==> src/rtl/hfc_pkg.sv <==
package hfc_pkg;

    typedef enum logic [1:0] {
        ST_SEARCH = 2'd0,
        ST_TRY    = 2'd1,
        ST_LOCK   = 2'd2
    } align_st_e;

    // Largest rate code honoured; larger codes are clamped to it.
    localparam int MAX_RATE_CODE = 7;

    // Right shift that shortens the hyperframe in simulation modes.
    function automatic int sim_shift(input int mode);
        if (mode == 2) return 6;
        if (mode == 1) return 2;
        return 0;
    endfunction

endpackage

==> src/rtl/hfc_align_fsm.sv <==
module hfc_align_fsm
    import hfc_pkg::*;
#(
    parameter int POS_W      = 12,
    parameter int MISS_LIMIT = 3
) (
    input  logic             clk,
    input  logic             rst_n,
    input  logic             is_sync,
    input  logic [POS_W-1:0] hf_len,
    output logic             locked,
    output logic             stop_pulse
);
    localparam int MISS_W = $clog2(MISS_LIMIT + 1);

    typedef struct packed {
        align_st_e         st;
        logic [POS_W-1:0]  pos;
        logic [MISS_W-1:0] miss;
        logic              stop;
    } fsm_t;

    fsm_t q, d;
    logic             slot;
    logic [POS_W-1:0] pos_next;

    always_comb begin
        d        = q;
        slot     = (q.pos == '0);
        pos_next = (q.pos >= hf_len - POS_W'(1)) ? '0 : q.pos + POS_W'(1);
        d.pos    = pos_next;
        d.stop   = is_sync && slot && (q.st != ST_SEARCH);
        case (q.st)
            ST_SEARCH: begin
                d.miss = '0;
                if (is_sync) d.st  = ST_TRY;
                else         d.pos = '0;
            end
            ST_TRY: begin
                if (slot) begin
                    if (is_sync) begin
                        d.st = ST_LOCK;
                    end else begin
                        d.st  = ST_SEARCH;
                        d.pos = '0;
                    end
                end else if (is_sync) begin
                    d.pos = POS_W'(1);
                end
            end
            ST_LOCK: begin
                if (slot) begin
                    if (is_sync) begin
                        d.miss = '0;
                    end else if (q.miss == MISS_W'(MISS_LIMIT - 1)) begin
                        d.st   = ST_SEARCH;
                        d.pos  = '0;
                        d.miss = '0;
                    end else begin
                        d.miss = q.miss + MISS_W'(1);
                    end
                end
            end
            default: begin
                d.st   = ST_SEARCH;
                d.pos  = '0;
                d.miss = '0;
            end
        endcase
    end

    always_ff @(posedge clk or negedge rst_n) begin
        if (!rst_n) q <= '{ST_SEARCH, '0, '0, 1'b0};
        else        q <= d;
    end

    assign locked     = (q.st == ST_LOCK);
    assign stop_pulse = q.stop;

    // lock is only entered from an alignment attempt
    a_r4_lock_via_try: assert property (@(posedge clk) disable iff (!rst_n)
        $rose(locked) |-> $past(q.st) == ST_TRY);

    // lock is only lost on an expected slot that lacked a sync word
    a_r5_drop_on_empty_slot: assert property (@(posedge clk) disable iff (!rst_n)
        $fell(locked) |-> ($past(q.pos) == '0) && !$past(is_sync));

    // no boundary marker after a beat spent searching
    a_r10_stop_not_from_search: assert property (@(posedge clk) disable iff (!rst_n)
        stop_pulse |-> $past(q.st) != ST_SEARCH);
endmodule

==> config.mk <==
export PLATFORM = sky130hd
export DESIGN_NAME = hfc_align_fsm
export DESIGN_NICKNAME = d
export VERILOG_FILES = /design/src/rtl/hfc_pkg.sv /design/src/rtl/hfc_align_fsm.sv
export SDC_FILE = /design/constraint.sdc
export NUM_CORES = 1
export LEC_CHECK = 0
export BUFFER_PORTS_ARGS = -buffer_cell sky130_fd_sc_hd__buf_2
export CORE_AREA = 4 4 63 65
export DETAILED_ROUTE_END_ITERATION = 8
export DIE_AREA = 0 0 67 69
export GPL_TIMING_DRIVEN = 0
export SLEW_MARGIN = 20
export SYNTH_ARGS = -nofsm -noshare
export SYNTH_HDL_FRONTEND = slang
export SYNTH_SLANG_ARGS = --single-unit
==> constraint.sdc <==
create_clock -name clk -period 5.45 [get_ports clk]
set_clock_uncertainty 0.2 [all_clocks]
set_input_delay 0.2725 -clock clk [delete_from_list [all_inputs] [get_ports clk]]
set_output_delay 0.2725 -clock clk [all_outputs]
set_load 0.02 [all_outputs]
# After elaboration in Yosys (flattened, before gate mapping)
# Index checks and enable logic that the tools add are counted.
classes:
  addsub: 3
  mul: 0
  div: 0
  magnitude_cmp: 1
  n_eq_ne: 8
  shift: 0
  muxes: 14
  bitwise: 1
  n_reduce_logical: 7
op_table:
  columns: ["cell", "count"]
  rows:
  - ["two-way mux 12 bit", 4]
  - ["case mux 14 bit (3 select lines)", 1]
  - ["two-way mux 14 bit", 2]
  - ["two-way mux 16 bit", 1]
  - ["adder 12 x 1 -> 12 bit, second input constant", 1]
  - ["greater-or-equal comparator 12 bit", 1]
  - ["zero test 12 bit", 1]
  - ["subtractor 12 x 1 -> 12 bit, second input constant", 1]
  - ["two-way mux 2 bit", 5]
  - ["!= test 2 bit, second input constant", 3]
  - ["AND reduction 5 bit", 1]
  - ["== test 2 bit, second input constant", 2]
  - ["!= test 2 x 1 -> 1 bit, second input constant", 2]
  - ["case mux 2 bit (2 select lines)", 1]
  - ["adder 2 x 1 -> 2 bit, second input constant", 1]
  - ["== test 2 x 1 -> 1 bit, second input constant", 1]
  - ["logical AND 1 bit", 2]
  - ["zero test 2 bit", 1]
  - ["AND reduction 2 bit", 1]
  - ["nonzero test 2 bit", 1]
  - ["NOT 1 bit", 1]
totals:
  register_bits: 17
  latchBits: 0
  mem_bits_rw: 0
  romBits: 0
  out_inout_bits: 2
  elab_cells: 38
  mem_count: 0

# Logic depth before layout (Yosys ltp)
# Gate-level depths: netlist of the first run.
logic_depth:
  word_depth: 7
  mapped_depth: 13
  ltp_nobuf: 12

# Least setup slack after synthesis of the first run
# Ideal clock, no wire load.
synth_path:
  path_kind: "input port to flip-flop"
  from: "in hf_len[7]"
  to: "reg q[6] (netlist name)"
  setup_time_ns: 0.071
  t_arrival_ns: 2.622
  slack_ns: 2.557
  path_stages: 10
  path_cell_list: "nor2_1 or4b_2 nor3_1 xnor2_1 ha_1 a21oi_1 o221ai_1 or4_4 buf_6 nor2_1"
synth_lines:
  columns: ["item", "line", "source"]
  rows:
  - ["from (decl)", "hfc_align_fsm.sv:10", "input logic [POS_W-1:0] hf_len,"]
  - ["to (signal assigned)", "hfc_align_fsm.sv:73", "if (!rst_n) q <= '{ST_SEARCH, '0, '0, 1'b0};"]
  - ["to (decl)", "hfc_align_fsm.sv:23", "fsm_t q, d;"]

==> results of run 1 <==
## layout by cell type, fill, tap and decap left out, types with 2 or more instances in the layout
master    instances
dfrtp_1          17
nor2_1           22
nor2_2            2
nor4_1            3
ha_1             15
clkbuf_4          3
o21ai_0           5
nand2_1           9
xor2_1           12
nor3_1            4
and2_1            2
a21oi_1           5
nand4_1           4
and3_2            2
o21a_1            2
xnor2_1           8
a211oi_1          2
nand2b_1          3
inv_1             6
nand3_1           5
buf_2            16
nor4_4            2
## kinds of logic (layout without fill, tap and decap cells)
| family | after synthesis | in the layout | synth area share, % |
|---|---|---|---|
| and+or+nand+nor | 66 | 66 | 28.1 |
| xor gates and xnor gates | 20 | 20 | 13.1 |
| AOI/OAI and AO/OA | 19 | 19 | 9.06 |
| DFF | 17 | 17 | 31.8 |
| adders and majority gates | 15 | 15 | 14.0 |
| buffers and inverters | 8 | 29 | 3.08 |
| muxes | 1 | 1 | 0.841 |
## per-stage QoR
step,util [%],area [um2]
2_1_floorplan,-,1340
3_3_place_gp,44.2,1480
3_5_place_dp,44.2,1480
4_1_cts,45.4,1520
5_1_grt,45.4,1520
6_report,45.4,1520
## critical path, stage by stage
cell and delay (ns):
buf_2 0.12, nor2_1 0.12, or4b_2 0.61, nor3_1 0.23, xnor2_1 0.15, ha_1 0.27
nand4_1 0.14, o221ai_1 0.18, or4_4 0.55, buf_6 0.16, nor2_1 0.11
## power by group
part | switching [W] | leakage, nW | total (W) | internal (W)
logic | 0.000134 | 0.445 | 0.000243 | 0.000109
registers | 0.0000283 | 0.231 | 0.000177 | 0.000149
clock network | 0.0000423 | 0.0139 | 0.0000703 | 0.0000279
## final cells by class
class / count / area (um2)
Fill cell: 341 / 1820
Sequential cell: 17 / 425
Buffer: 2 / 18.8
Inverter: 6 / 22.5
Multi-Input combinational cell: 121 / 872
Clock buffer: 3 / 22.5
Clock inverter: 1 / 7.51
Timing Repair Buffer: 17 / 90.1
Tap cell: 46 / 57.6
## sequential cells by signal, summed over array words and instances (netlist names)
name	cells
stop_pulse	1
q	16
## final timing paths
path                           start          to  cells after the start
setup / recovery           hf_len[7]       q[11]                     11
hold / removal               is_sync  stop_pulse                      3
setup reg to reg                q[3]       q[11]                      8
hold reg to reg                 q[2]        q[2]                      1
max in group asynchronous      rst_n        q[8]                      2
min in group asynchronous      rst_n        q[6]                      2
## routing by layer
metal,wire length (um),vias to the layer above,global-route usage [%],part of all wire (%)
met5,0,-,0,0
met4,27,0,3.15,0.99
met3,94,6,4.06,3.4
met2,1310,16,19.9,48
met1,1290,510,18.4,47
li1,-,559,-,-
## what timing repair did
action | in CTS | in global routing
gates resized for setup | 0 | 0
hold buffers | 1 | 0
endpoints found under the hold margin | 17 | 0
==> flow_metrics.tcl, run 1 <==
set metrics [dict create \
    root_buffer "clkbuf_4" \
    yosys.area.top_type_share_pct 31.8 \
    ant_nets 0 \
    synth-seq-cells 17 \
    yosysUniqueCellTypes 36 \
    status "finished clean" \
    drc 0 \
    dp_hpwl_mm 2.22 \
    slew_viol_final 0 \
    synth_area_leader_cell "dfrtp_1" \
    cp_max_fo 10 \
    grt_pass1_vias 1094 \
    clkSinkCount 17 \
    grt_max_degree 18 \
    nets 198 \
    tightest_slew_ns 0.474 \
    min_period_ns 2.89 \
    critical_path_class "in -> reg" \
    first_pass_iters 4 \
    rrSetupSlack_ns 2.93 \
    diodes 0 \
    critPathLaunchType "input port" \
    holdWs_ns 0.0629 \
    syn_nets 176 \
    cts_max_level 1 \
    slew-limit-headroom_pct 68.3 \
    cts_buffers 3 \
    clk_pin_slew_worst_paths_ns 0.11 \
    syn_avg_cell_area_um2 9.17 \
    setup_viol 0 \
    hold_class "in -> reg" \
    place_ws_ns 2.25 \
    cp-end-kind "flop" \
    grt_usage_pct 13.3 \
    power.density_mw_per_mm2 323 \
    numPortBuffers 16 \
    cts_tree "built" \
    dieArea_mm2 0.00462 \
    cts_buffer_depth 2 \
    grt_pass1_wl_mm 4.84 \
    finalHoldViolCount 0 \
    crit_required_ns 5.48 \
    dpl.cell_count 208 \
    irDropWorstVdd_uv 218 \
    fmax_ghz 0.345 \
    worstPathArrival_ns 2.92 \
    fin_crit_sh_pct 53.1 \
    insertion_delay_ns 0.30 \
    pin_count 17 \
    via_per_inst 5.12 \
    rsz0062_at_grt "no" \
    row_count 21 \
    yosys-top-cells-count "nor2_1 (22), dfrtp_1 (17), ha_1 (15)" \
    post_cts_buffers 0 \
    drtIter0Drc 32 \
    ys_warn_count 0 \
    die_width_um 67 \
    place.gp.congestion 0.779 \
    antenna_found_initial 0 \
    ys_async_sr_fraction_pct 100 \
    total_power_w 0.000490 \
    drv_cap 0 \
    start_util_pct 40.1 \
    postSynthCellCount 146 \
    avgRoutedWirePerCell_um 12.8 \
    ys_top_cells_by_area "dfrtp_1 (32%), ha_1 (14%), xor2_1 (7.9%), nor2_1 (6.2%), xnor2_1 (5.2%)" \
    fin_tns_setup_ns 0 \
    setup_slack_ns 2.56 \
    leakagePower_nw 0.690 \
    synth_edf_count 0 \
    core_area_mm2 0.00334 \
    syn2layout_area_growth_pct 13.3 \
    die_height_um 69 \
    wl_mm 2.73 \
    netlist_area_mm2 0.00134 \
    grt_overflow 0 \
    synth_ff_type "dfrtp_1" \
    drive_gt1_share_pct 19.8 \
    fin_cells 213 \
    seq_area_frac_synth_pct 31.8 \
    synth.most_common_cell "nor2_1" \
    vias 1091 \
]
No activity file was read; power rests on OpenSTA's default activity.
==> inputs of run 2 (changes only) <==
==> constraint.sdc (replaced) <==
create_clock -name clk -period 2.85 [get_ports clk]
set_clock_uncertainty 0.2 [all_clocks]
set_input_delay 0.1425 -clock clk [delete_from_list [all_inputs] [get_ports clk]]
set_output_delay 0.1425 -clock clk [all_outputs]
set_load 0.02 [all_outputs]
==> flow_metrics.tcl, run 2 (synthesized netlist as in run 1, its figures left out) <==
set metrics [dict create \
    diodes 0 \
    critPathSlowestCell "or4_4" \
    core_area_mm2 0.00334 \
    pin_count 17 \
    fin_cells 214 \
    clk_pin_slew_worst_paths_ns 0.11 \
    cts_tree "built" \
    first_pass_iters 4 \
    via_per_inst 5.11 \
    clkSinkCount 17 \
    fin_util_pct 46.0 \
    drive_gt1_share_pct 20.2 \
    place.gp.congestion 0.779 \
    cts_max_level 1 \
    r2r-start "q[3]" \
    min_period_ns 2.63 \
    cp-end-kind "flop" \
    dpl.cell_count 208 \
    slew-limit-headroom_pct 68.7 \
    drv_cap 0 \
    antenna_found_initial 0 \
    cp_max_fo 10 \
    dieArea_mm2 0.00462 \
    cpLargestDelayFamily "simple AND/OR/NAND/NOR gates" \
    grt_pass1_vias 1093 \
    vias 1093 \
    worstPathCellList "buf_2 > inv_1 > ha_1 > nand2_1 > or2_2 > nor4_1 > xnor2_1 > ha_1 > nand4_1 > o221ai_1 > or4_4 > buf_6 > nor2_1" \
    root_buffer "clkbuf_4" \
    irDropWorstVdd_uv 417 \
    cts_buffers 3 \
    critical_path_class "in -> reg" \
    largest_reg_flops 16 \
    nets 199 \
    wl_mm 2.75 \
    crit_start "hf_len[0]" \
    crit_top_cell "ha_1" \
    setup_slack_ns 0.217 \
    tightest_slew_ns 0.467 \
    ant_nets 0 \
    rrSetupSlack_ns 0.33 \
    place_ws_ns -0.225 \
    row_count 21 \
    grt_overflow 0 \
    insertion_delay_ns 0.30 \
    slowest_delay_ns 0.55 \
    design_area_mm2 0.00154 \
    avgRoutedWirePerCell_um 12.8 \
    layout_common_cells "nor2_1 (22), dfrtp_1 (17), buf_2 (16)" \
    die_height_um 69 \
    syn2layout_area_growth_pct 14.7 \
    dp_hpwl_mm 2.22 \
    numPortBuffers 16 \
    power.density_mw_per_mm2 612 \
    start_util_pct 40.1 \
    critPathBufInv 3 \
    slew_viol_final 0 \
    status "finished clean" \
    grt_pass1_wl_mm 4.85 \
    drtIter0Drc 32 \
    critPathLaunchType "input port" \
    fmax_ghz 0.380 \
    fillCellCount 336 \
    leakagePower_nw 0.695 \
    die_width_um 67 \
    crit_required_ns 2.88 \
    mostFrequentLayoutCell "nor2_1" \
    finalHoldViolCount 0 \
    hold_class "in -> async" \
    grt_usage_pct 13.3 \
    fin_crit_sh_pct 92.4 \
    fin_tns_setup_ns 0 \
    grt_max_degree 18 \
    placed_cell_area_mm2 0.00148 \
    cts_buffer_depth 2 \
    setup_viol 0 \
    drc 0 \
    rsz0062_at_grt "no" \
    worstPathArrival_ns 2.66 \
    top_register "q" \
]
-- run 2: cell types whose count changed in the layout (fill, tap and decap cells not counted), sizes merged --
cell | previous run | this run
dlygate4sd3 | 1 | 2
-- run 2: repair_timing --
action,CTS,global route
hold buffers,2,0
setup buffers,0,0
endpoints found under the hold margin,20,0
gates resized for setup,0,2
endpoints found under the setup margin,0,10
-- run 2: final cells by class --
class,count,area [um2],area share [%]
Buffer,2,18.8,1.22
Clock buffer,3,22.5,1.47
Clock inverter,1,7.51,0.489
Inverter,6,22.5,1.47
Multi-Input combinational cell,121,881,57.4
Sequential cell,17,425,27.7
Tap cell,46,57.6,3.75
Timing Repair Buffer,18,100,6.52
-- run 2: where the power goes --
part | leakage (nW) | internal, W | switching (W)
sequential | 0.231 | 0.000285 | 0.0000541
combinational | 0.450 | 0.000209 | 0.000257
clock | 0.0139 | 0.0000534 | 0.0000810
-- run 2: worst paths after layout --
kind	depth (start not counted)	to
worst max register to register	8	q[11]
worst min-delay path	2	q[6]
worst min register to register	1	q[2]
worst max-delay path	13	q[11]
max in group asynchronous	2	q[8]
min in group clk	7	q[13]
-- run 2: routing by layer --
metal  share of wire, %  wire length [um]  vias up  global-route usage (%)
li1                   -                 -      560                       -
met1                 48              1310      515                    18.5
met2                 48              1330       14                    19.9
met3                3.2                87        4                    4.06
met4               0.80                22        0                    3.15
met5                  0                 0        -                       0
-- run 2: stage by stage --
stage | hold WS (ns) | power (W)
global route | 0.0851 | 0.00104
finish | 0.0777 | 0.000939
detailed placement | -0.113 | 0.000811
floorplan | -0.353 | 0.000687
global placement | -0.116 | 0.000797
CTS | 0.0880 | 0.000952
==> inputs of run 3 (changes only) <==
--- a/config.mk
+++ b/config.mk
@@ -5,10 +5,10 @@
 export SDC_FILE = /design/constraint.sdc
 export NUM_CORES = 1
 export LEC_CHECK = 0
-export BUFFER_PORTS_ARGS = -buffer_cell sky130_fd_sc_hd__buf_2
 export CORE_AREA = 4 4 63 65
 export DETAILED_ROUTE_END_ITERATION = 8
 export DIE_AREA = 0 0 67 69
+export DONT_BUFFER_PORTS = 1
 export GPL_TIMING_DRIVEN = 0
 export SLEW_MARGIN = 20
 export SYNTH_ARGS = -nofsm -noshare
==> flow_metrics.tcl, run 3 (synthesized netlist as in run 1, its figures left out) <==
set metrics [dict create \
    status "finished clean" \
    via_per_inst 5.33 \
    cts_tree "built" \
    numPortBuffers 0 \
    cts_max_level 1 \
    total_power_w 0.000919 \
    top_register "q" \
    drv_cap 0 \
    r2r-start "q[3]" \
    reg2reg_depth 8 \
    vias 1056 \
    worstPathArrival_ns 2.68 \
    crit_top_cell "nor2_1" \
    slew-limit-headroom_pct 49.3 \
    rsz0062_at_grt "no" \
    ant_nets 0 \
    drtIter0Drc 35 \
    fin_crit_sh_pct 92.9 \
    critPathSlowestCell "or4b_2" \
    placed_cell_area_mm2 0.00140 \
    drive_gt1_share_pct 11.2 \
    place_ws_ns -0.118 \
    power.density_mw_per_mm2 635 \
    fmax_ghz 0.378 \
    slew_viol_final 0 \
    finalHoldViolCount 0 \
    antenna_found_initial 0 \
    grt_overflow 0 \
    setup_viol 0 \
    clkSinkCount 17 \
    wl_mm 2.71 \
    slowest_delay_ns 0.61 \
    fin_util_pct 43.3 \
    root_buffer "clkbuf_4" \
    cp_max_fo 10 \
    row_count 21 \
    irDropWorstVdd_uv 368 \
    layout_common_cells "nor2_1 (22), dfrtp_1 (17), ha_1 (15)" \
    place.gp.congestion 0.788 \
    dieArea_mm2 0.00462 \
    die_width_um 67 \
    largest_reg_flops 16 \
    syn2layout_area_growth_pct 8.04 \
    insertion_delay_ns 0.31 \
    drc 0 \
    cts_resized 0 \
    leakagePower_nw 0.628 \
    worstPathCellList "nor2_1 > or4b_2 > nor3_1 > xnor2_1 > ha_1 > nand4_1 > o221ai_1 > or4_4 > buf_6 > nor2_1" \
    critPathLaunchType "input port" \
    first_pass_iters 4 \
    grt_max_degree 18 \
    clk_pin_slew_worst_paths_ns 0.11 \
    tightest_slew_ns 0.758 \
    fillCellCount 359 \
    cts_buffers 3 \
    die_height_um 69 \
    worst_r2r_endpoint "q[12]" \
    pin_count 17 \
    grt_pass1_wl_mm 4.70 \
    design_area_mm2 0.00145 \
    crit_start "hf_len[7]" \
    core_area_mm2 0.00334 \
    crit_required_ns 2.88 \
    cts_buffer_depth 2 \
    post_cts_buffers 0 \
    critical_path_class "in -> reg" \
    grt_pass1_vias 1037 \
    min_period_ns 2.65 \
    nets 183 \
    diodes 0 \
    setup_slack_ns 0.202 \
    cp-endpoint "q[12]" \
    start_util_pct 40.1 \
    dp_hpwl_mm 2.15 \
    mostFrequentLayoutCell "nor2_1" \
    grt_usage_pct 12.9 \
    cp-end-kind "flop" \
    hold_class "in -> async" \
    avgRoutedWirePerCell_um 13.7 \
    rrSetupSlack_ns 0.30 \
]
[run 3: cell types whose count changed in the layout (fill, tap and decap cells not counted), sizes merged]
cell / previous run / this run
buf: 18 / 2
[run 3: routing by layer]
layer / GRT usage (%) / wire length, um / vias up
met3: 4.06 / 72 / 3
met5: 0 / 0 / -
met4: 2.03 / 16 / 0
li1: - / - / 535
met2: 20.5 / 1320 / 9
met1: 17.3 / 1300 / 509
[run 3: cell type report]
cell class	count	area, um2	share of cell area (%)
clock buffer	3	22.5	1.56
inverter	6	22.5	1.56
buffer	2	18.8	1.30
timing repair buffer	2	20.0	1.38
sequential	17	425	29.4
multi-input combinational	121	872	60.3
tap	46	57.6	3.98
clock inverter	1	7.51	0.519
[run 3: critical path, delay by kind of cell]
family,cells,cell delay [ns]
adders and majority gates,1,0.28
buffers and inverters,1,0.16
and+or+nand+nor,6,1.75
xor gates and xnor gates,1,0.15
AOI/OAI and AO/OA,1,0.18
[run 3: worst min-delay path by stage]
| stage | endpoint | slack [ns] |
|---|---|---|
| 2_1_floorplan | q[10] | -0.35 |
| 3_3_place_gp | q[9] | -0.35 |
| 3_5_place_dp | q[8] | -0.35 |
| 4_1_cts | q[6] | 0.16 |
| 5_1_grt | q[6] | 0.17 |
| 6_report | stop_pulse | 0.13 |
[run 3: stage by stage]
| step | TNS (ns) | std cells | hold slack, ns |
|---|---|---|---|
| after global placement | -0.583 | 192 | -0.352 |
| after detailed placement | -0.935 | 192 | -0.352 |
| after global routing | 0 | 198 | 0.173 |
| after floorplan | 0 | 146 | -0.353 |
| after CTS | 0 | 198 | 0.158 |
| final | 0 | 198 | 0.135 |
[run 3: repair_timing]
action                                  CTS  global route
hold buffers                              2             0
endpoints found under the setup margin    0             0
endpoints found under the hold margin    23             0
[run 3: report_power, final]
part / total (W) / switching [W] / internal [W]
Sequential: 0.000345 / 0.0000600 / 0.000285
Combinational: 0.000437 / 0.000242 / 0.000195
Clock: 0.000137 / 0.0000833 / 0.0000536
Total: 0.000919 / 0.000385 / 0.000534
